$ cat src/rtl/ext_mem_write_pkg.sv
package ext_mem_write_pkg;

  typedef enum logic [1:0] {
    ST_IDLE = 2'd0,
    ST_ADDR = 2'd1,
    ST_DATA = 2'd2,
    ST_HOLD = 2'd3
  } seq_state_e;

  localparam logic [1:0] SEL_CTRL = 2'd0;
  localparam logic [1:0] SEL_COMMON = 2'd1;
  localparam logic [1:0] SEL_WRITE = 2'd2;

  localparam int CTL_ALLOW = 0;
  localparam int CTL_EXT = 1;
  localparam int CTL_WAIT_EN = 2;
  localparam int CTL_WAIT_LVL = 3;
  localparam int CTL_W = 4;

endpackage

$ cat src/rtl/ext_mem_cfg_regs.sv
module ext_mem_cfg_regs
  import ext_mem_write_pkg::*;
#(
  parameter int ASET_W = 4,
  parameter int DSET_W = 8,
  localparam int CFG_W = ASET_W + DSET_W
) (
  input  logic              clk,
  input  logic              rst_n,
  input  logic              cfg_we,
  input  logic [1:0]        cfg_sel,
  input  logic [CFG_W-1:0]  cfg_wdata,
  output logic              wr_allow,
  output logic              ext_mode,
  output logic              wait_en,
  output logic              wait_lvl,
  output logic [ASET_W-1:0] aset_common,
  output logic [DSET_W-1:0] dset_common,
  output logic [ASET_W-1:0] aset_write,
  output logic [DSET_W-1:0] dset_write
);

  logic [CTL_W-1:0] ctl_q, ctl_d;
  logic [CFG_W-1:0] tcom_q, tcom_d;
  logic [CFG_W-1:0] twr_q, twr_d;
  logic ctl_en, tcom_en, twr_en;

  always_comb begin
    ctl_en  = cfg_we && (cfg_sel == SEL_CTRL);
    tcom_en = cfg_we && (cfg_sel == SEL_COMMON);
    twr_en  = cfg_we && (cfg_sel == SEL_WRITE);
    ctl_d   = cfg_wdata[CTL_W-1:0];
    tcom_d  = cfg_wdata;
    twr_d   = cfg_wdata;
  end

  always_ff @(posedge clk or negedge rst_n) begin
    if (!rst_n) begin
      ctl_q  <= '0;
      tcom_q <= '0;
      twr_q  <= '0;
    end else begin
      if (ctl_en)  ctl_q  <= ctl_d;
      if (tcom_en) tcom_q <= tcom_d;
      if (twr_en)  twr_q  <= twr_d;
    end
  end

  assign wr_allow    = ctl_q[CTL_ALLOW];
  assign ext_mode    = ctl_q[CTL_EXT];
  assign wait_en     = ctl_q[CTL_WAIT_EN];
  assign wait_lvl    = ctl_q[CTL_WAIT_LVL];
  assign aset_common = tcom_q[ASET_W-1:0];
  assign dset_common = tcom_q[CFG_W-1:ASET_W];
  assign aset_write  = twr_q[ASET_W-1:0];
  assign dset_write  = twr_q[CFG_W-1:ASET_W];

endmodule

$ cat src/rtl/ext_mem_timing_sel.sv
module ext_mem_timing_sel #(
  parameter int ASET_W = 4,
  parameter int DSET_W = 8
) (
  input  logic              ext_mode,
  input  logic [ASET_W-1:0] aset_common,
  input  logic [DSET_W-1:0] dset_common,
  input  logic [ASET_W-1:0] aset_write,
  input  logic [DSET_W-1:0] dset_write,
  output logic [ASET_W-1:0] aset_sel,
  output logic [DSET_W-1:0] dlen_m1
);

  logic [DSET_W-1:0] dset_raw;

  always_comb begin
    if (ext_mode) begin
      aset_sel = aset_write;
      dset_raw = dset_write;
    end else begin
      aset_sel = aset_common;
      dset_raw = dset_common;
    end
    // a zero data setup is stretched to one clock; store length minus one
    if (dset_raw == '0) dlen_m1 = '0;
    else                dlen_m1 = dset_raw - 1'b1;
  end

endmodule

$ cat src/rtl/ext_mem_phase_cnt.sv
module ext_mem_phase_cnt #(
  parameter int CW = 8
) (
  input  logic          clk,
  input  logic          rst_n,
  input  logic          load,
  input  logic [CW-1:0] load_val,
  input  logic          dec,
  output logic          zero
);

  logic [CW-1:0] cnt_q, cnt_d;
  logic          cnt_en;

  always_comb begin
    cnt_en = load || dec;
    if (load) cnt_d = load_val;
    else      cnt_d = cnt_q - 1'b1;
  end

  always_ff @(posedge clk or negedge rst_n) begin
    if (!rst_n)      cnt_q <= '0;
    else if (cnt_en) cnt_q <= cnt_d;
  end

  assign zero = (cnt_q == '0);

  p_no_wrap_r2: assert property (@(posedge clk) disable iff (!rst_n)
    (dec && !load) |-> !zero);

endmodule

$ cat src/rtl/ext_mem_write_seq.sv
module ext_mem_write_seq
  import ext_mem_write_pkg::*;
#(
  parameter int AW = 26,
  parameter int DW = 16,
  parameter int ASET_W = 4,
  parameter int DSET_W = 8,
  localparam int CFG_W = ASET_W + DSET_W,
  localparam int CW = (ASET_W > DSET_W) ? ASET_W : DSET_W
) (
  input  logic             clk,
  input  logic             rst_n,
  input  logic             cfg_we,
  input  logic [1:0]       cfg_sel,
  input  logic [CFG_W-1:0] cfg_wdata,
  input  logic             req_valid,
  output logic             req_ready,
  input  logic [AW-1:0]    req_addr,
  input  logic [DW-1:0]    req_data,
  input  logic             mem_wait,
  output logic [AW-1:0]    mem_addr,
  output logic             mem_ce_n,
  output logic             mem_adv_n,
  output logic             mem_oe_n,
  output logic             mem_we_n,
  output logic [DW-1:0]    mem_dout,
  output logic             mem_dout_en
);

  logic              wr_allow, ext_mode, wait_en, wait_lvl;
  logic [ASET_W-1:0] aset_common, aset_write, aset_sel;
  logic [DSET_W-1:0] dset_common, dset_write, dlen_m1;

  seq_state_e        state_q, state_d;
  logic [AW-1:0]     addr_q;
  logic [DW-1:0]     data_q;
  logic [DSET_W-1:0] dlen_q;
  logic              accept, cap_en, stall;
  logic              cnt_load, cnt_dec, cnt_zero;
  logic [CW-1:0]     cnt_load_val;

  ext_mem_cfg_regs #(.ASET_W(ASET_W), .DSET_W(DSET_W)) u_cfg (
    .clk(clk), .rst_n(rst_n), .cfg_we(cfg_we), .cfg_sel(cfg_sel),
    .cfg_wdata(cfg_wdata), .wr_allow(wr_allow), .ext_mode(ext_mode),
    .wait_en(wait_en), .wait_lvl(wait_lvl),
    .aset_common(aset_common), .dset_common(dset_common),
    .aset_write(aset_write), .dset_write(dset_write)
  );

  ext_mem_timing_sel #(.ASET_W(ASET_W), .DSET_W(DSET_W)) u_tsel (
    .ext_mode(ext_mode), .aset_common(aset_common), .dset_common(dset_common),
    .aset_write(aset_write), .dset_write(dset_write),
    .aset_sel(aset_sel), .dlen_m1(dlen_m1)
  );

  ext_mem_phase_cnt #(.CW(CW)) u_cnt (
    .clk(clk), .rst_n(rst_n), .load(cnt_load), .load_val(cnt_load_val),
    .dec(cnt_dec), .zero(cnt_zero)
  );

  always_comb begin
    accept       = req_valid && (state_q == ST_IDLE);
    cap_en       = accept && wr_allow;
    stall        = wait_en && (mem_wait == wait_lvl);
    state_d      = state_q;
    cnt_load     = 1'b0;
    cnt_dec      = 1'b0;
    cnt_load_val = '0;
    unique case (state_q)
      ST_IDLE: begin
        if (cap_en) begin
          state_d      = ST_ADDR;
          cnt_load     = 1'b1;
          cnt_load_val = CW'(aset_sel);
        end
      end
      ST_ADDR: begin
        if (cnt_zero) begin
          state_d      = ST_DATA;
          cnt_load     = 1'b1;
          cnt_load_val = CW'(dlen_q);
        end else begin
          cnt_dec = 1'b1;
        end
      end
      ST_DATA: begin
        if (!stall) begin
          if (cnt_zero) state_d = ST_HOLD;
          else          cnt_dec = 1'b1;
        end
      end
      ST_HOLD: state_d = ST_IDLE;
      default: state_d = ST_IDLE;
    endcase
  end

  always_ff @(posedge clk or negedge rst_n) begin
    if (!rst_n) state_q <= ST_IDLE;
    else        state_q <= state_d;
  end

  always_ff @(posedge clk or negedge rst_n) begin
    if (!rst_n) begin
      addr_q <= '0;
      data_q <= '0;
      dlen_q <= '0;
    end else if (cap_en) begin
      addr_q <= req_addr;
      data_q <= req_data;
      dlen_q <= dlen_m1;
    end
  end

  assign req_ready   = (state_q == ST_IDLE);
  assign mem_addr    = addr_q;
  assign mem_dout    = data_q;
  assign mem_ce_n    = (state_q == ST_IDLE);
  assign mem_adv_n   = (state_q != ST_ADDR);
  assign mem_we_n    = (state_q != ST_DATA);
  assign mem_oe_n    = 1'b1;
  assign mem_dout_en = (state_q != ST_IDLE);

  p_oe_high_r5: assert property (@(posedge clk) disable iff (!rst_n) mem_oe_n);
  p_adv_excl_we_r1: assert property (@(posedge clk) disable iff (!rst_n)
    !mem_adv_n |-> (mem_we_n && !mem_ce_n));
  p_we_inside_ce_r2: assert property (@(posedge clk) disable iff (!rst_n)
    !mem_we_n |-> !mem_ce_n);
  p_we_before_ce_r3: assert property (@(posedge clk) disable iff (!rst_n)
    ($past(!mem_we_n) && mem_we_n) |-> !mem_ce_n);
  p_addr_stable_r8: assert property (@(posedge clk) disable iff (!rst_n)
    ($past(!mem_ce_n) && !mem_ce_n) |-> ($stable(mem_addr) && $stable(mem_dout)));
  p_busy_r9: assert property (@(posedge clk) disable iff (!rst_n)
    !mem_ce_n |-> !req_ready);
  p_no_write_r6: assert property (@(posedge clk) disable iff (!rst_n)
    (req_ready && req_valid && !wr_allow) |=> mem_ce_n);

endmodule

$ cat config.mk
export PLATFORM = sky130hd
export DESIGN_NAME = ext_mem_write_seq
export DESIGN_NICKNAME = d
export VERILOG_FILES = /design/src/rtl/ext_mem_write_pkg.sv /design/src/rtl/ext_mem_cfg_regs.sv /design/src/rtl/ext_mem_timing_sel.sv /design/src/rtl/ext_mem_phase_cnt.sv /design/src/rtl/ext_mem_write_seq.sv
export SDC_FILE = /design/constraint.sdc
export NUM_CORES = 1
export LEC_CHECK = 0
export ABC_CLOCK_PERIOD_IN_PS = 2100
export BUFFER_PORTS_ARGS = -buffer_cell sky130_fd_sc_hd__buf_2
export CAP_MARGIN = 10
export CORE_ASPECT_RATIO = 0.6
export CORE_MARGIN = 3
export CORE_UTILIZATION = 44
export DETAILED_ROUTE_END_ITERATION = 12
export PLACE_DENSITY = 0.71
export REMOVE_ABC_BUFFERS = 1
export SKIP_LAST_GASP = 1
export SYNTH_ARGS = -nofsm -noshare
export SYNTH_HDL_FRONTEND = slang
export SYNTH_SLANG_ARGS = --single-unit
$ cat constraint.sdc
create_clock -name clk -period 2.1 [get_ports clk]
set_input_delay 0.21 -clock clk [delete_from_list [all_inputs] [get_ports clk]]
set_output_delay 0.21 -clock clk [all_outputs]
set_load 0.02 [all_outputs]
==> out/results.txt, run 1 <==
XOR/XNOR Fraction of Synth Area - 0.01077
Root Driver - clkbuf_16
pin count of the biggest net entering global routing - 50
mux contribution to synthesized area - 0.1117
crit path launch type - flop
HPWL Detailed - 7010 µm
ANT cells - 0
finished layout cell area - 5129 µm²
CP required - 2.32 ns
hold path depth - 3
TritonRoute pass-1 iters - 4
detailed-route wire length per cell - 15.14 µm
clock tree buffer depth - 2
synth top area cells - dfrtp_1 (54%), nand2_1 (13%), mux2_2 (8.6%)
Clock power frac - 0.405
f_max - 509.1 MHz
max-cap viol count - 0
Critical Path Fanout Max - 6
Setup WS post-layout - 0.1359 ns
WS Path Type - reg2reg
Critical Path Max Stage Delay - 0.43 ns
Multi-input gate area - 1770 µm²
placed cell areas - 4810 µm²
H-Tree Level Count - 3
Vias per Instance - 5.180
mapped cell area - 4068 µm²
Main synth FF type - dfrtp_1
PwrDens - 768.0 nW/µm²
simple-gate area share of the yosys netlist - 0.1981
Filler cells - 749
minimum clock period - 1.964 ns
vias in the first global route - 3,196
pre-CTS setup slack - 0.04046 ns
post-synthesis sequential area ratio - 0.5414
I/O Pins - 109
Worst path slowest cell - or3b_4
total length of routed wires - 9617 µm
Comb power frac - 0.118
Clk Latency, worst-skew pair - 0.34 ns
sequential cell fraction of total power - 0.477
Final Skew - 0.005044 ns
Vias - 3,289
final cell count without fillers - 635
# rows - 26
period utilization - 0.9353
Final Max Tran Viols - 0
post-CTS setup buffers - 0
Post-synth EDFFs - 0
post-synthesis register bit count - 88
slew margin rel. - 0.5859
worst-margin pin slew - 0.6212 ns
delay-heaviest family, CP - simple AND/OR/NAND/NOR gates
Die Area - 10,470 µm²
Die Wd - 130.1 µm
Post-Syn Instances - 400
synth unique cells - 53
CTS tree - yes
port buffer count - 107
R2R setup slack - 0.14 ns
Area Growth Syn to Fin - 26.08%
internal cell power - 3.027 mW
first-pass GRT wire length - 15,570 µm
worst hold margin - 0.05681 ns
RSZ-0062 raised after global routing - false
CTS clk-pin slew, worst paths - 0.06 ns
Die Height - 80.48 µm
Detailed Route Iter0 Violations - 248
WHS Endpoint - mem_dout[2]
syn_area_per_cell - 10.17 µm²
GRT Residual Overflow - 0
CP Cell Sequence - inv_1 -> ha_1 -> or3b_4 -> a2111oi_2 -> a21oi_1 -> mux2_4
R2R depth - 6
area share of fa/ha/maj cells after synthesis - 0.02153
CP endpoint kind - flop
Antenna Nets Post-Route - 0
Nets - 587
outcome - completed
CTS Buf Count - 9
initial core utilization - 0.4648
total track usage - 0.1932
Reg-to-Reg Start - u_cnt.cnt_q[0]
Ys Warns - 0
placed cells - 619
GP Congestion - 0.9701
Sw Share - 0.2314
Sequential cell area - 2202 µm²
WP data arrival - 2.19 ns
Hold Startpoint - req_data[2]
initial antenna violation count - 0
CP Buf/Inv Count - 1
LEAKAGE - 2.731 nW
largest family of logic cells by synthesized area - simple AND/OR/NAND/NOR gates
Switch Pwr - 911.3 µW
Fin. Hold Viols - 0
Yosys top cell area share - 0.5414
core area - 8751 µm²
DRC - 0
share of cells above drive strength 1 - 0.3537
Compound-Gate Fraction of Synth Area - 0.08828
Clock Sinks - 88
Post-synth ARST share - 1.000
area leader, netlist - dfrtp_1
Hold Crit Class - in2reg
VDD IR max - 383.8 µV
reg2reg end - state_q[1]
final setup fails - 0
## flip-flops by register name (all words and copies together), names as in the netlist
name	cells
mem_addr	26
mem_dout	16
u_cfg.tcom_q	12
u_cfg.twr_q	12
dlen_q	8
u_cnt.cnt_q	8
u_cfg.ctl_q	4
state_q	2
## cells in the mapped netlist, types with 2 or more instances
| cell type | count |
|---|---|
| a31o_2 | 4 |
| buf_2 | 2 |
| a21oi_1 | 6 |
| nor2_1 | 6 |
| nand3b_1 | 2 |
| o21ai_0 | 10 |
| dfrtp_1 | 88 |
| o2111ai_1 | 3 |
| inv_1 | 9 |
| a31oi_1 | 3 |
| o211ai_1 | 2 |
| nor3b_1 | 7 |
| nand3_1 | 7 |
| nor3_1 | 7 |
| xnor2_1 | 4 |
| ha_1 | 7 |
| buf_4 | 2 |
| nand4_1 | 2 |
| a211oi_1 | 2 |
| mux2i_1 | 9 |
| clkbuf_1 | 8 |
| mux2_2 | 31 |
| or4_1 | 2 |
| a32oi_1 | 3 |
| buf_1 | 6 |
| nand2_1 | 140 |
| o21ai_1 | 2 |
## tightest hold or removal path, delay by kind of cell
kind                   cells  cell delay, ns
buffers and inverters      1            0.07
and+or+nand+nor            2            0.08
## layout make-up
cell class | instances | share of cell area
Clock inverter | 2 | 0.007563
Clock buffer | 13 | 0.05074
Tap cell | 112 | 0.02732
Inverter | 9 | 0.006587
Sequential cell | 88 | 0.4294
Multi-Input combinational cell | 285 | 0.3452
Timing Repair Buffer | 126 | 0.1332
## repair_timing
| action | in CTS | in global routing |
|---|---|---|
| endpoints found under the hold margin | 46 | 0 |
| endpoints found under the setup margin | 0 | 5 |
| resized for setup | 0 | 3 |
| hold buffers | 1 | 0 |
## worst max path at each step
stage	from	endpoint	slack (ns)	depth (start not counted)
2_1_floorplan	state_q[0]	u_cnt.cnt_q[5]	-0.69	5
3_3_place_gp	u_cnt.cnt_q[0]	state_q[1]	0.09	6
3_5_place_dp	u_cnt.cnt_q[0]	state_q[1]	0.04	6
4_1_cts	u_cnt.cnt_q[0]	state_q[1]	0.04	6
5_1_grt	state_q[1]	u_cnt.cnt_q[2]	0.05	6
6_report	u_cnt.cnt_q[0]	state_q[1]	0.14	6
## cell families (layout without fill, tap and decap cells)
| kind of cell | after synthesis | count (layout) |
|---|---|---|
| xor gates and xnor gates | 5 | 5 |
| other | 1 | 1 |
| DFF | 88 | 88 |
| AOI/OAI and AO/OA | 49 | 49 |
| buffers and inverters | 27 | 150 |
| adders and majority gates | 7 | 7 |
| and+or+nand+nor | 182 | 182 |
| muxes | 41 | 41 |
## per-stage QoR
| step | TNS [ns] | power, mW | util |
|---|---|---|---|
| 4_1_cts | 0 | 3.994 | 0.5849 |
| 3_3_place_gp | 0 | 2.353 | 0.5496 |
| 5_1_grt | 0 | 4.113 | 0.5861 |
| 2_1_floorplan | -23.66 | 2.168 | - |
| 6_report | 0 | 3.939 | 0.5861 |
| 3_5_place_dp | 0 | 2.374 | 0.5496 |
## per-layer routing
| metal | track usage | wire length (µm) | up-vias |
|---|---|---|---|
| li1 | - | - | 1607 |
| met1 | 0.2741 | 4523 | 1545 |
| met2 | 0.2674 | 3982 | 127 |
| met3 | 0.08040 | 1013 | 10 |
| met4 | 0.05913 | 97 | 0 |
| met5 | 0 | 0 | - |
## cell usage in the layout, fill, tap and decap left out, types with 2 or more instances in the layout
master	count
a31oi_1	3
nor3_1	7
nor3b_1	6
clkbuf_8	2
nand4_1	2
or4_1	2
o21ai_1	2
dfrtp_1	88
a31o_2	4
ha_1	7
inv_1	9
clkbuf_16	9
mux2i_1	9
buf_4	19
a211oi_1	2
o211ai_1	2
clkbuf_1	2
xnor2_1	4
nand3b_1	2
o2111ai_1	3
a21oi_1	6
mux2_2	31
a32oi_1	3
o21ai_0	10
nand2_1	140
nor2_1	5
nand3_1	6
buf_2	106
## power groups by stage
stage	registers (mW)	clock network [mW]	logic (mW)
5_1_grt	1.89	1.70	0.518
4_1_cts	1.88	1.65	0.469
2_1_floorplan	1.90	0	0.271
6_report	1.88	1.60	0.464
3_3_place_gp	1.90	0	0.451
3_5_place_dp	1.91	0	0.467
Note: power is estimated with default switching activity, not from simulation.
==> inputs of run 2 (changes only) <==
- CORE_UTILIZATION: 44 -> 30
- PLACE_DENSITY: 0.71 -> default
- SKIP_LAST_GASP: 1 -> default
==> out/results.txt, run 2 (synthesized netlist as in run 1, its figures left out) <==
TritonRoute pass-1 iters - 4 (unchanged)
LEAKAGE - 2.726 nW (was 2.731 nW)
final cell count without fillers - 692 (was 635)
Die Height - 96.20 µm (was 80.48 µm)
Clock power frac - 0.392 (was 0.405)
initial core utilization - 0.3116 (was 0.4648)
Nets - 585 (was 587)
Largest register FFs - 26 (unchanged)
outcome - completed (unchanged)
GP Congestion - 0.8511 (was 0.9701)
vias in the first global route - 3,096 (was 3,196)
slew margin rel. - 0.6491 (was 0.5859)
Antenna Nets Post-Route - 0 (unchanged)
final core utilization - 0.3984 (was 0.5861)
Comb power frac - 0.124 (was 0.118)
port buffer count - 107 (unchanged)
Fin. Hold Viols - 0 (unchanged)
Area Growth Syn to Fin - 27.84% (was 26.08%)
H-Tree Level Count - 3 (unchanged)
CP required - 2.32 ns (about the same)
worst-margin pin slew - 0.5223 ns (was 0.6212 ns)
Final Skew - 0.007112 ns (was 0.005044 ns)
CP endpoint kind - flop (unchanged)
sequential cell fraction of total power - 0.484 (was 0.477)
Vias per Instance - 4.704 (was 5.180)
placed cells - 675 (was 619)
max-cap viol count - 0 (unchanged)
I/O Pins - 109 (unchanged)
Sw Share - 0.2542 (was 0.2314)
Final Max Tran Viols - 0 (unchanged)
WHS Endpoint - mem_dout[13] (was mem_dout[2])
WS Path Type - reg2reg (unchanged)
period utilization - 0.9313 (was 0.9353)
hold path depth - 3 (unchanged)
Vias - 3,255 (was 3,289)
crit path launch type - flop (unchanged)
PwrDens - 748.3 nW/µm² (was 768.0 nW/µm²)
R2R depth - 6 (unchanged)
Hold Startpoint - req_data[13] (was req_data[2])
VDD IR max - 371.6 µV (was 383.8 µV)
total length of routed wires - 9885 µm (was 9617 µm)
HPWL Detailed - 7300 µm (was 7010 µm)
internal cell power - 2.902 mW (was 3.027 mW)
f_max - 511.3 MHz (was 509.1 MHz)
leading cell type in the layout, fill and taps excluded - nand2_1 (unchanged)
ANT cells - 0 (unchanged)
minimum clock period - 1.956 ns (was 1.964 ns)
CTS clk-pin slew, worst paths - 0.07 ns (was 0.06 ns)
Die Area - 15,040 µm² (was 10,470 µm²)
Filler cells - 1,306 (was 749)
Multi-input gate area - 1763 µm² (was 1770 µm²)
Detailed Route Iter0 Violations - 198 (was 248)
R2R setup slack - 0.14 ns (about the same)
clock tree buffer depth - 2 (unchanged)
detailed-route wire length per cell - 14.28 µm (was 15.14 µm)
# rows - 32 (was 26)
Clk Latency, worst-skew pair - 0.34 ns (about the same)
total track usage - 0.1333 (was 0.1932)
final setup fails - 0 (unchanged)
first-pass GRT wire length - 15,980 µm (was 15,570 µm)
Sequential cell area - 2202 µm² (unchanged)
post-CTS setup buffers - 0 (unchanged)
DRC - 0 (unchanged)
WP data arrival - 2.18 ns (was 2.19 ns)
Switch Pwr - 989.0 µW (was 911.3 µW)
reg2reg end - state_q[1] (unchanged)
core area - 13,050 µm² (was 8751 µm²)
Die Wd - 156.3 µm (was 130.1 µm)
most frequent cells in the layout - nand2_1 (140), buf_2 (106), dfrtp_1 (88) (unchanged)
RSZ-0062 raised after global routing - false (unchanged)
Hold Crit Class - in2reg (unchanged)
Critical Path Fanout Max - 6 (unchanged)
CTS Buf Count - 9 (unchanged)
initial antenna violation count - 0 (unchanged)
Clock Sinks - 88 (unchanged)
pin count of the biggest net entering global routing - 43 (was 50)
GRT Residual Overflow - 0 (unchanged)
CTS tree - yes (unchanged)
Reg-to-Reg Start - state_q[0] (was u_cnt.cnt_q[0])
Root Driver - clkbuf_16 (unchanged)
share of cells above drive strength 1 - 0.3525 (was 0.3537)
==> run 2: cell count changes in the layout (fill, tap and decap cells not counted), sizes merged <==
cell / change
buf: -2
bufinv: -1
clkbuf: -3
clkinv: +3
clkinvlp: +1
inv: +1
==> run 2: worst max-delay path by stage <==
stage / from / end / slack, ns / depth (start not counted)
after floorplan: state_q[0] / u_cnt.cnt_q[5] / -0.69 / 5
after global placement: u_cnt.cnt_q[0] / u_cnt.cnt_q[2] / 0.11 / 6
after detailed placement: u_cnt.cnt_q[0] / state_q[1] / 0.07 / 6
after CTS: u_cnt.cnt_q[0] / u_cnt.cnt_q[1] / 0.05 / 6
after global routing: state_q[1] / u_cnt.cnt_q[3] / 0.02 / 6
final: state_q[0] / state_q[1] / 0.14 / 6
==> run 2: layer usage <==
metal	GRT usage	vias up	routed length, µm
met4	0.03423	0	79
met5	0	-	0
met3	0.04762	10	769
met2	0.1913	105	4251
li1	-	1604	-
met1	0.1903	1536	4785
==> run 2: area by class of cell <==
type                       instances  area share
multi-input combinational        285      0.3390
sequential                        88      0.4235
tap                              170     0.04090
clock inverter                     6    0.008422
timing repair buffer             124      0.1357
inverter                           9    0.006497
clock buffer                      10     0.04596
==> run 2: repair_timing <==
action / CTS / global route
hold buffers: 1 / 0
hold endpoints to repair: 32 / 0
setup endpoints to repair: 0 / 3
resized for setup: 0 / 1
==> run 2: worst max-delay path, cell delays in order (launching register included) <==
cell and delay, ns:
dfrtp_1 0.39, inv_1 0.11, ha_1 0.29, a21boi_0 0.40
a2111oi_2 0.10, a21oi_1 0.24, mux2_4 0.32
==> run 2: power groups by stage <==
stage	Combinational [mW]	Clock [mW]	Sequential, mW
after floorplan	0.271	0	1.90
after global placement	0.470	0	1.91
after detailed placement	0.485	0	1.92
after CTS	0.489	1.57	1.88
after global routing	0.531	1.64	1.90
final	0.484	1.52	1.88
==> run 2: stage by stage <==
step / setup TNS, ns / hold WS, ns / worst slack [ns] / area, µm² / power (mW)
final: 0 / 0.05232 / 0.1442 / 5200 / 3.891
after detailed placement: 0 / 0.2218 / 0.06869 / 4905 / 2.400
after CTS: 0 / 0.04309 / 0.05450 / 5197 / 3.944
after floorplan: -23.66 / -0.08559 / -0.6908 / 3990 / 2.168
after global placement: 0 / 0.2097 / 0.1101 / 4905 / 2.380
after global routing: 0 / 0.04997 / 0.02329 / 5200 / 4.072
==> inputs of run 3 (changes only) <==
- ABC_CLOCK_PERIOD_IN_PS: 2100 -> 1850
- clock period: 2.1 -> 1.85 ns (I/O delays scaled with it)
==> out/results.txt, run 3 (synthesized netlist as in run 1, its figures left out) <==
Die Area - 15,040 µm² (unchanged)
pre-CTS setup slack - -0.1051 ns (was 0.06869 ns)
Clk Latency, worst-skew pair - 0.34 ns (about the same)
GP Congestion - 0.8750 (was 0.8511)
LEAKAGE - 2.884 nW (was 2.726 nW)
total negative slack - 0 ns (unchanged)
Final Max Tran Viols - 0 (unchanged)
GRT Residual Overflow - 0 (unchanged)
Die Height - 96.20 µm (unchanged)
CTS tree - yes (unchanged)
Largest register FFs - 26 (unchanged)
CP endpoint kind - flop (unchanged)
share of cells above drive strength 1 - 0.4164 (was 0.3525)
most frequent cells in the layout - nand2_1 (140), buf_2 (106), dfrtp_1 (87) (was nand2_1 (140), buf_2 (106), dfrtp_1 (88))
Clock Sinks - 88 (unchanged)
WP data arrival - 2.07 ns (was 2.18 ns)
WS Path Type - reg2reg (unchanged)
CTS Buf Count - 9 (unchanged)
vias in the first global route - 3,235 (was 3,096)
Area Growth Syn to Fin - 36.54% (was 27.84%)
Final Skew - 0.005446 ns (was 0.007112 ns)
placed cells - 696 (was 675)
pin count of the biggest net entering global routing - 44 (was 43)
CTS clk-pin slew, worst paths - 0.06 ns (was 0.07 ns)
Fin. Hold Viols - 0 (unchanged)
I/O Pins - 109 (unchanged)
Hold Crit Class - in2reg (unchanged)
Die Wd - 156.3 µm (unchanged)
PwrDens - 828.5 nW/µm² (was 748.3 nW/µm²)
total track usage - 0.1377 (was 0.1333)
ANT cells - 0 (unchanged)
total length of routed wires - 10,280 µm (was 9885 µm)
detailed-route wire length per cell - 14.28 µm (about the same)
Critical Path Fanout Max - 5 (was 6)
initial core utilization - 0.3116 (unchanged)
HPWL Detailed - 7579 µm (was 7300 µm)
# rows - 32 (unchanged)
Antenna Nets Post-Route - 0 (unchanged)
period utilization - 1.000 (was 0.9313)
final core utilization - 0.4255 (was 0.3984)
max-cap viol count - 0 (unchanged)
minimum clock period - 1.850 ns (was 1.956 ns)
initial antenna violation count - 0 (unchanged)
DRC - 0 (unchanged)
f_max - 540.5 MHz (was 511.3 MHz)
leading cell type in the layout, fill and taps excluded - nand2_1 (unchanged)
final cell count without fillers - 720 (was 692)
RSZ-0062 raised after global routing - true (was false)
Setup WS post-layout - 0.000007327 ns (was 0.1442 ns)
final setup fails - 0 (unchanged)
clock tree buffer depth - 2 (unchanged)
Vias per Instance - 4.697 (was 4.704)
outcome - completed (unchanged)
slew margin rel. - 0.6513 (was 0.6491)
worst-margin pin slew - 0.5231 ns (was 0.5223 ns)
core area - 13,050 µm² (unchanged)
port buffer count - 107 (unchanged)
TritonRoute pass-1 iters - 4 (unchanged)
H-Tree Level Count - 3 (unchanged)
crit path launch type - flop (unchanged)
CP required - 2.07 ns (was 2.32 ns)
VDD IR max - 588.2 µV (was 371.6 µV)
Nets - 613 (was 585)
Detailed Route Iter0 Violations - 268 (was 198)
Vias - 3,382 (was 3,255)
Root Driver - clkbuf_16 (unchanged)
first-pass GRT wire length - 16,320 µm (was 15,980 µm)
[run 3: cell types whose count changed in the layout (fill, tap and decap cells not counted), sizes merged]
cell	before	now
clkbuf	10	11
clkinv	4	2
bufinv	0	1
buf	123	151
[run 3: where the power goes]
part	total (mW)	internal, mW	switching, mW
clock network	1.89	1.13	0.758
registers	2.13	2.04	0.0898
logic	0.584	0.322	0.261
[run 3: metal layers]
layer  vias to the layer above  routed length (µm)  GRT usage
li1                       1663                   -          -
met1                      1589                4864     0.1909
met2                       123                4466     0.2016
met3                         7                 866    0.05211
met4                         0                  82    0.03714
met5                         -                   0          0
[run 3: cell type report]
| type | instances | area [µm²] |
|---|---|---|
| tap | 170 | 212.7 |
| fill | 1275 | 7498 |
| sequential | 88 | 2203 |
| clock buffer | 11 | 252.7 |
| timing repair buffer | 152 | 927.1 |
| clock inverter | 5 | 63.81 |
| multi-input combinational | 285 | 1861 |
| inverter | 9 | 33.78 |
[run 3: stage by stage]
step	hold slack (ns)	power, mW	instance area, µm²
final	0.03089	4.602	5554
after detailed placement	0.2010	2.748	5062
after global placement	0.1914	2.728	5062
after floorplan	-0.1106	2.461	3990
after CTS	0.01659	4.670	5413
after global routing	0.01966	4.831	5554
[run 3: final timing paths]
path | start | endpoint | slack (ns) | cells past startpoint
max | u_cnt.cnt_q[1] | u_cnt.cnt_q[5] | 0.000007 | 7
min | req_addr[19] | mem_addr[19] | 0.03 | 3
max reg2reg | u_cnt.cnt_q[1] | u_cnt.cnt_q[5] | 0.000007 | 7
min reg2reg | mem_addr[22] | mem_addr[22] | 0.47 | 2
max in group asynchronous | rst_n | u_cfg.twr_q[3] | 0.87 | 3
min in group asynchronous | rst_n | u_cfg.twr_q[9] | 0.38 | 2
[run 3: repair_timing]
item                                    CTS  global route
pin swaps                                 1             8
buffers inserted                          0             7
hold buffers                              1             0
resized for setup                         9            18
endpoints found under the setup margin   40             8
hold endpoints to repair                 33             0
[run 3: critical path, cell delays in order (launching register included)]
cell and delay (ns):
dfrtp_1 0.39, inv_2 0.08, ha_4 0.12, or3b_4 0.42, buf_6 0.14, nor3_4 0.19, nor3_1 0.08, a221o_1 0.31
